$ cat src/rtl/hzc_pkg.sv
package hzc_pkg;

    localparam int NUM_OPND = 2;

    typedef enum logic [1:0] {
        SRC_RF  = 2'd0,
        SRC_MEM = 2'd1,
        SRC_WB  = 2'd2
    } opnd_src_e;

    // younger (memory stage) result wins over writeback
    function automatic opnd_src_e pick_src(input logic mem_hit, input logic wb_hit);
        if (mem_hit)     return SRC_MEM;
        else if (wb_hit) return SRC_WB;
        else             return SRC_RF;
    endfunction

    function automatic logic idx_hit(input logic wr, input logic [15:0] prod,
                                     input logic [15:0] cons);
        return wr && (prod != 16'd0) && (prod == cons);
    endfunction

endpackage

$ cat src/rtl/hzc_stage_regs.sv
module hzc_stage_regs
    import hzc_pkg::*;
#(
    parameter int REG_W = 5
) (
    input  logic                               clk,
    input  logic                               rst,
    input  logic                               bubble,
    input  logic [NUM_OPND-1:0][REG_W-1:0]     dec_rs,
    input  logic [REG_W-1:0]                   dec_rd,
    input  logic                               dec_wr,
    input  logic                               dec_ld,
    output logic [NUM_OPND-1:0][REG_W-1:0]     ex_rs,
    output logic [REG_W-1:0]                   ex_rd,
    output logic                               ex_wr,
    output logic                               ex_ld,
    output logic [REG_W-1:0]                   mem_rd,
    output logic                               mem_wr,
    output logic                               mem_ld,
    output logic [REG_W-1:0]                   wb_rd,
    output logic                               wb_wr
);

    typedef struct packed {
        logic                           wr;
        logic                           ld;
        logic [REG_W-1:0]               rd;
        logic [NUM_OPND-1:0][REG_W-1:0] rs;
    } ex_slot_t;

    typedef struct packed {
        logic             wr;
        logic             ld;
        logic [REG_W-1:0] rd;
    } mem_slot_t;

    typedef struct packed {
        logic             wr;
        logic [REG_W-1:0] rd;
    } wb_slot_t;

    ex_slot_t  dec_slot, ex_q;
    mem_slot_t mem_q;
    wb_slot_t  wb_q;

    always_comb begin
        dec_slot.wr = dec_wr;
        dec_slot.ld = dec_ld;
        dec_slot.rd = dec_rd;
        dec_slot.rs = dec_rs;
    end

    always_ff @(posedge clk) begin
        if (rst) begin
            ex_q  <= '0;
            mem_q <= '0;
            wb_q  <= '0;
        end else begin
            ex_q     <= bubble ? '0 : dec_slot;
            mem_q.wr <= ex_q.wr;
            mem_q.ld <= ex_q.ld;
            mem_q.rd <= ex_q.rd;
            wb_q.wr  <= mem_q.wr;
            wb_q.rd  <= mem_q.rd;
        end
    end

    assign ex_rs  = ex_q.rs;
    assign ex_rd  = ex_q.rd;
    assign ex_wr  = ex_q.wr;
    assign ex_ld  = ex_q.ld;
    assign mem_rd = mem_q.rd;
    assign mem_wr = mem_q.wr;
    assign mem_ld = mem_q.ld;
    assign wb_rd  = wb_q.rd;
    assign wb_wr  = wb_q.wr;

endmodule

$ cat src/rtl/hzc_bypass.sv
module hzc_bypass
    import hzc_pkg::*;
#(
    parameter int REG_W = 5
) (
    input  logic [NUM_OPND-1:0][REG_W-1:0] ex_rs,
    input  logic [NUM_OPND-1:0][REG_W-1:0] dec_rs,
    input  logic [REG_W-1:0]               mem_rd,
    input  logic                           mem_wr,
    input  logic                           mem_ld,
    input  logic [REG_W-1:0]               wb_rd,
    input  logic                           wb_wr,
    input  logic                           kill,
    output logic [NUM_OPND-1:0][1:0]       ex_src,
    output logic [NUM_OPND-1:0]            dec_fwd
);

    localparam int PAD = 16 - REG_W;

    // a load in the memory stage has no data yet; its consumer waits a cycle
    logic mem_prod;
    assign mem_prod = mem_wr && !mem_ld;

    for (genvar i = 0; i < NUM_OPND; i++) begin : g_opnd
        logic mem_hit, wb_hit, dec_hit;
        assign mem_hit = idx_hit(mem_prod, {{PAD{1'b0}}, mem_rd}, {{PAD{1'b0}}, ex_rs[i]});
        assign wb_hit  = idx_hit(wb_wr,    {{PAD{1'b0}}, wb_rd},  {{PAD{1'b0}}, ex_rs[i]});
        assign dec_hit = idx_hit(wb_wr,    {{PAD{1'b0}}, wb_rd},  {{PAD{1'b0}}, dec_rs[i]});
        assign ex_src[i]  = pick_src(mem_hit, wb_hit);
        assign dec_fwd[i] = dec_hit && !kill;
    end

endmodule

$ cat src/rtl/hzc_interlock.sv
module hzc_interlock
    import hzc_pkg::*;
#(
    parameter int REG_W = 5,
    parameter int PC_W  = 32
) (
    input  logic [NUM_OPND-1:0][REG_W-1:0] dec_rs,
    input  logic [REG_W-1:0]               ex_rd,
    input  logic                           ex_wr,
    input  logic                           ex_ld,
    input  logic                           br_resolved,
    input  logic                           br_taken,
    input  logic [PC_W-1:0]                br_target,
    output logic                           stall,
    output logic                           kill,
    output logic [PC_W-1:0]                target
);

    localparam int PAD = 16 - REG_W;

    logic [NUM_OPND-1:0] use_hit;
    logic                load_use;

    for (genvar i = 0; i < NUM_OPND; i++) begin : g_use
        assign use_hit[i] = idx_hit(ex_wr && ex_ld, {{PAD{1'b0}}, ex_rd},
                                    {{PAD{1'b0}}, dec_rs[i]});
    end

    assign load_use = |use_hit;
    assign kill     = br_resolved && br_taken;
    assign stall    = load_use && !kill;
    assign target   = br_target;

endmodule

$ cat src/rtl/hzc_top.sv
module hzc_top
    import hzc_pkg::*;
#(
    parameter int REG_W = 5,
    parameter int PC_W  = 32
) (
    input  logic             clk,
    input  logic             rst,
    input  logic [REG_W-1:0] dec_rs1,
    input  logic [REG_W-1:0] dec_rs2,
    input  logic [REG_W-1:0] dec_rd,
    input  logic             dec_wr,
    input  logic             dec_ld,
    input  logic             br_resolved,
    input  logic             br_taken,
    input  logic [PC_W-1:0]  br_target,
    output logic [1:0]       ex_sel_a,
    output logic [1:0]       ex_sel_b,
    output logic             dec_wb_fwd_a,
    output logic             dec_wb_fwd_b,
    output logic             pc_hold,
    output logic             fd_hold,
    output logic             de_bubble,
    output logic             fd_flush,
    output logic             pc_redirect,
    output logic [PC_W-1:0]  redirect_pc
);

    logic [NUM_OPND-1:0][REG_W-1:0] dec_rs, ex_rs;
    logic [REG_W-1:0]               ex_rd, mem_rd, wb_rd;
    logic                           ex_wr, ex_ld, mem_wr, mem_ld, wb_wr;
    logic                           stall, kill;
    logic [NUM_OPND-1:0][1:0]       ex_src;
    logic [NUM_OPND-1:0]            dec_fwd;

    assign dec_rs[0] = dec_rs1;
    assign dec_rs[1] = dec_rs2;

    hzc_stage_regs #(.REG_W(REG_W)) u_regs (
        .clk    (clk),
        .rst    (rst),
        .bubble (de_bubble),
        .dec_rs (dec_rs),
        .dec_rd (dec_rd),
        .dec_wr (dec_wr),
        .dec_ld (dec_ld),
        .ex_rs  (ex_rs),
        .ex_rd  (ex_rd),
        .ex_wr  (ex_wr),
        .ex_ld  (ex_ld),
        .mem_rd (mem_rd),
        .mem_wr (mem_wr),
        .mem_ld (mem_ld),
        .wb_rd  (wb_rd),
        .wb_wr  (wb_wr)
    );

    hzc_interlock #(.REG_W(REG_W), .PC_W(PC_W)) u_lock (
        .dec_rs      (dec_rs),
        .ex_rd       (ex_rd),
        .ex_wr       (ex_wr),
        .ex_ld       (ex_ld),
        .br_resolved (br_resolved),
        .br_taken    (br_taken),
        .br_target   (br_target),
        .stall       (stall),
        .kill        (kill),
        .target      (redirect_pc)
    );

    hzc_bypass #(.REG_W(REG_W)) u_byp (
        .ex_rs   (ex_rs),
        .dec_rs  (dec_rs),
        .mem_rd  (mem_rd),
        .mem_wr  (mem_wr),
        .mem_ld  (mem_ld),
        .wb_rd   (wb_rd),
        .wb_wr   (wb_wr),
        .kill    (kill),
        .ex_src  (ex_src),
        .dec_fwd (dec_fwd)
    );

    assign ex_sel_a     = ex_src[0];
    assign ex_sel_b     = ex_src[1];
    assign dec_wb_fwd_a = dec_fwd[0];
    assign dec_wb_fwd_b = dec_fwd[1];
    assign pc_hold      = stall;
    assign fd_hold      = stall;
    assign de_bubble    = stall || kill;
    assign fd_flush     = kill;
    assign pc_redirect  = kill;

endmodule

$ cat config.mk
export PLATFORM = sky130hd
export DESIGN_NAME = hzc_top
export DESIGN_NICKNAME = d
export VERILOG_FILES = /design/src/rtl/hzc_pkg.sv /design/src/rtl/hzc_stage_regs.sv /design/src/rtl/hzc_bypass.sv /design/src/rtl/hzc_interlock.sv /design/src/rtl/hzc_top.sv
export SDC_FILE = /design/constraint.sdc
export NUM_CORES = 1
export LEC_CHECK = 0
export CAP_MARGIN = 5
export CORE_MARGIN = 4
export CORE_UTILIZATION = 43
export CTS_CLUSTER_DIAMETER = 200
export DETAILED_ROUTE_END_ITERATION = 8
export PLACE_DENSITY = 0.86
export SYNTH_ARGS = -nofsm -noshare
export SYNTH_HDL_FRONTEND = slang
export SYNTH_SLANG_ARGS = --single-unit
$ cat constraint.sdc
create_clock -name clk -period 3.3 [get_ports clk]
set_clock_uncertainty 0.1 [all_clocks]
set_input_delay 0.825 -clock clk [delete_from_list [all_inputs] [get_ports clk]]
set_output_delay 0.825 -clock clk [all_outputs]
set_load 0.01 [all_outputs]
==> metrics <==
largest family of logic cells by synthesized area=buffers and inverters; Final Max Slew Viols=0; Synth Warn #=0; Crit Path Class=input port to primary output; Post-Place Cells=247; worst flop-to-flop path startpoint=u_regs.ex_rd[1]; status=finished clean; H-tree depth=2; VDD IR-drop max=0.000195 V; 1st-pass router iterations=4; Antenna Cells=0; final WL=3670 um; GRT Residual Overflow=0; DRC viols=0; Top FF cell, synth=dfxtp_1; Avg WL per Cell=14.4 um; pin count of the biggest net entering global routing=31; crit path launch type=input port; clock buffer depth=2; crit path max fanout=2; GP Congestion=0.925; placed cell area=2000 um2; clk root buf=clkbuf_8; Iteration-0 DRC Markers=34; utilization after layout=51.4%; Tot Pwr=0.833 mW; Post-Synth Simple-Gate Area=19.4%; Final Hold Violating Endpoints=0; Leak=0.863 nW; syn avg cell area=9.30 um2; mux cell area share after synthesis=0%; asr flop ratio synth=0%; total number of vias=1280; Tmin final=3.24 ns; Synth Register Bits=30; IO Port Bufs=31; Hold Slack=0.357 ns; syn_nets=250; hold_buf cts=0; commonest cells after routing, fill and taps aside=dfxtp_1, xnor2_1, clkdlybuf4s50_1; Cell Area, Synth=1830 um2; core area=4060 um2; final setup vio count=0; pre-CTS setup slack=-0.247 ns; vias per inst=5.02; M1 GR Usage=16.1%; Cells after Synth=197; clk_lat worst skew=0.28 ns; share of layout cells above drive strength 1=21.0%; initial antenna violation count=0; clock sink total=30; Final ANT Viol Nets=0; most common cell after layout, fill and taps aside=dfxtp_1; Synth cell types=25; die width=73.3 um; Worst Tran Pin Value=0.915 ns; Seq/Total Area, Yosys=32.8%; power per cell area=399 nW/um2; Finished Layout Cells=255; io pins=96; area delta synth->final=13.9%; global routing's busiest layer=met2; Num CTS Buffers=5; Max Fclk=308 MHz; CP startpoint=dec_rs2[1]; Worst-path clk slew=0.06 ns; GRT Total Usage=14.7%; Worst slew margin=38.8%; die height=73.3 um; Finished Cell Area=2090 um2; Hold Path Origin=u_regs.mem_wr; Synth Area in XOR/XNOR=19.1%; # nets final=257; Site Rows=23; WP data arrival=2.32 ns; Period Utilization, post-route=98.3%; Post-Synth Adder-Cell Area=0%; Die ar.=5370 um2; M2 GR Usage=24.1%; number of global-route vias before repair=1295; post-DP HPWL=2740 um; routing usage on met3=5.47%; Worst setup EP type=primary output; Initial Utilization=45.1%; Max Cap Viol=0; post-CTS setup buffers=0; WP data required=2.37 ns; TNS Setup=0 ns; HP Class=flop to flop; CTS tree=built; complex-gate fraction of the synthesized area=9.22%; setup ws final=0.0552 ns; first-pass GRT wire length=5780 um; Post-synth EDFFs=0
## cell type report
| cell class | count | area (um2) |
|---|---|---|
| fillers | 367 | 1970 |
| multi-input cells | 117 | 886 |
| flip-flops and latches | 30 | 602 |
| repair buffers | 48 | 437 |
| clock buffers | 7 | 86.3 |
| well taps | 50 | 62.6 |
| inverters | 2 | 7.51 |
| clock inverters | 1 | 5.00 |
## worst max-delay path, stage by stage
cell and delay, ns:
clkdlybuf4s50_1 0.45, buf_4 0.16, xnor2_1 0.14, nand3_1 0.09
nor4_1 0.32, dlygate4sd2_1 0.33
## cells in the mapped netlist, types with 2 or more instances
library cell | count | area, um2
nor4_2 | 2 | 25.0
a21oi_1 | 7 | 35.0
inv_1 | 2 | 7.51
xor2_1 | 14 | 123
buf_4 | 37 | 278
or4_1 | 4 | 30.0
nand3_1 | 6 | 30.0
xnor2_1 | 26 | 228
nand2_1 | 5 | 18.8
buf_2 | 5 | 25.0
nor2b_1 | 14 | 87.6
nand3b_1 | 17 | 128
dfxtp_1 | 30 | 601
a21oi_2 | 10 | 87.6
o21ai_1 | 2 | 10.0
nor4_1 | 4 | 25.0
clkbuf_1 | 4 | 15.0
## layer usage
metal	vias up	share of wire [%]
li1	630	-
met1	587	41
met2	56	48
met3	7	8.4
met4	0	2.6
met5	-	0
## state kept, by name (all words and copies together) (netlist names)
signal         cells
u_regs.wb_rd       5
u_regs.mem_rd      5
u_regs.ex_ld       1
u_regs.wb_wr       1
u_regs.ex_rd       5
u_regs.ex_rs      10
u_regs.mem_wr      1
u_regs.ex_wr       1
u_regs.mem_ld      1
## kinds of logic after synthesis
family,after synthesis
DFF,30
buffers and inverters,50
xor gates and xnor gates,40
and+or+nand+nor,54
AOI/OAI and AO/OA,23
## worst paths after layout
path | end | slack (ns) | cells after the start
worst max-delay path | dec_wb_fwd_b | 0.06 | 6
worst min-delay path | u_regs.wb_wr | 0.36 | 1
worst max register to register | u_regs.ex_rs[4] | 1.60 | 6
worst min register to register | u_regs.wb_wr | 0.36 | 1
## power breakdown
part	total, mW	switching [mW]	internal [mW]
combinational	0.138	0.0590	0.0790
clock	0.302	0.134	0.168
sequential	0.393	0.0149	0.379
total	0.833	0.208	0.625
## what timing repair did
item | CTS | global route
endpoints found under the setup margin | 5 | 6
resized for setup | 6 | 12
pin swaps | 0 | 0
(Power assumes the default switching activity.)
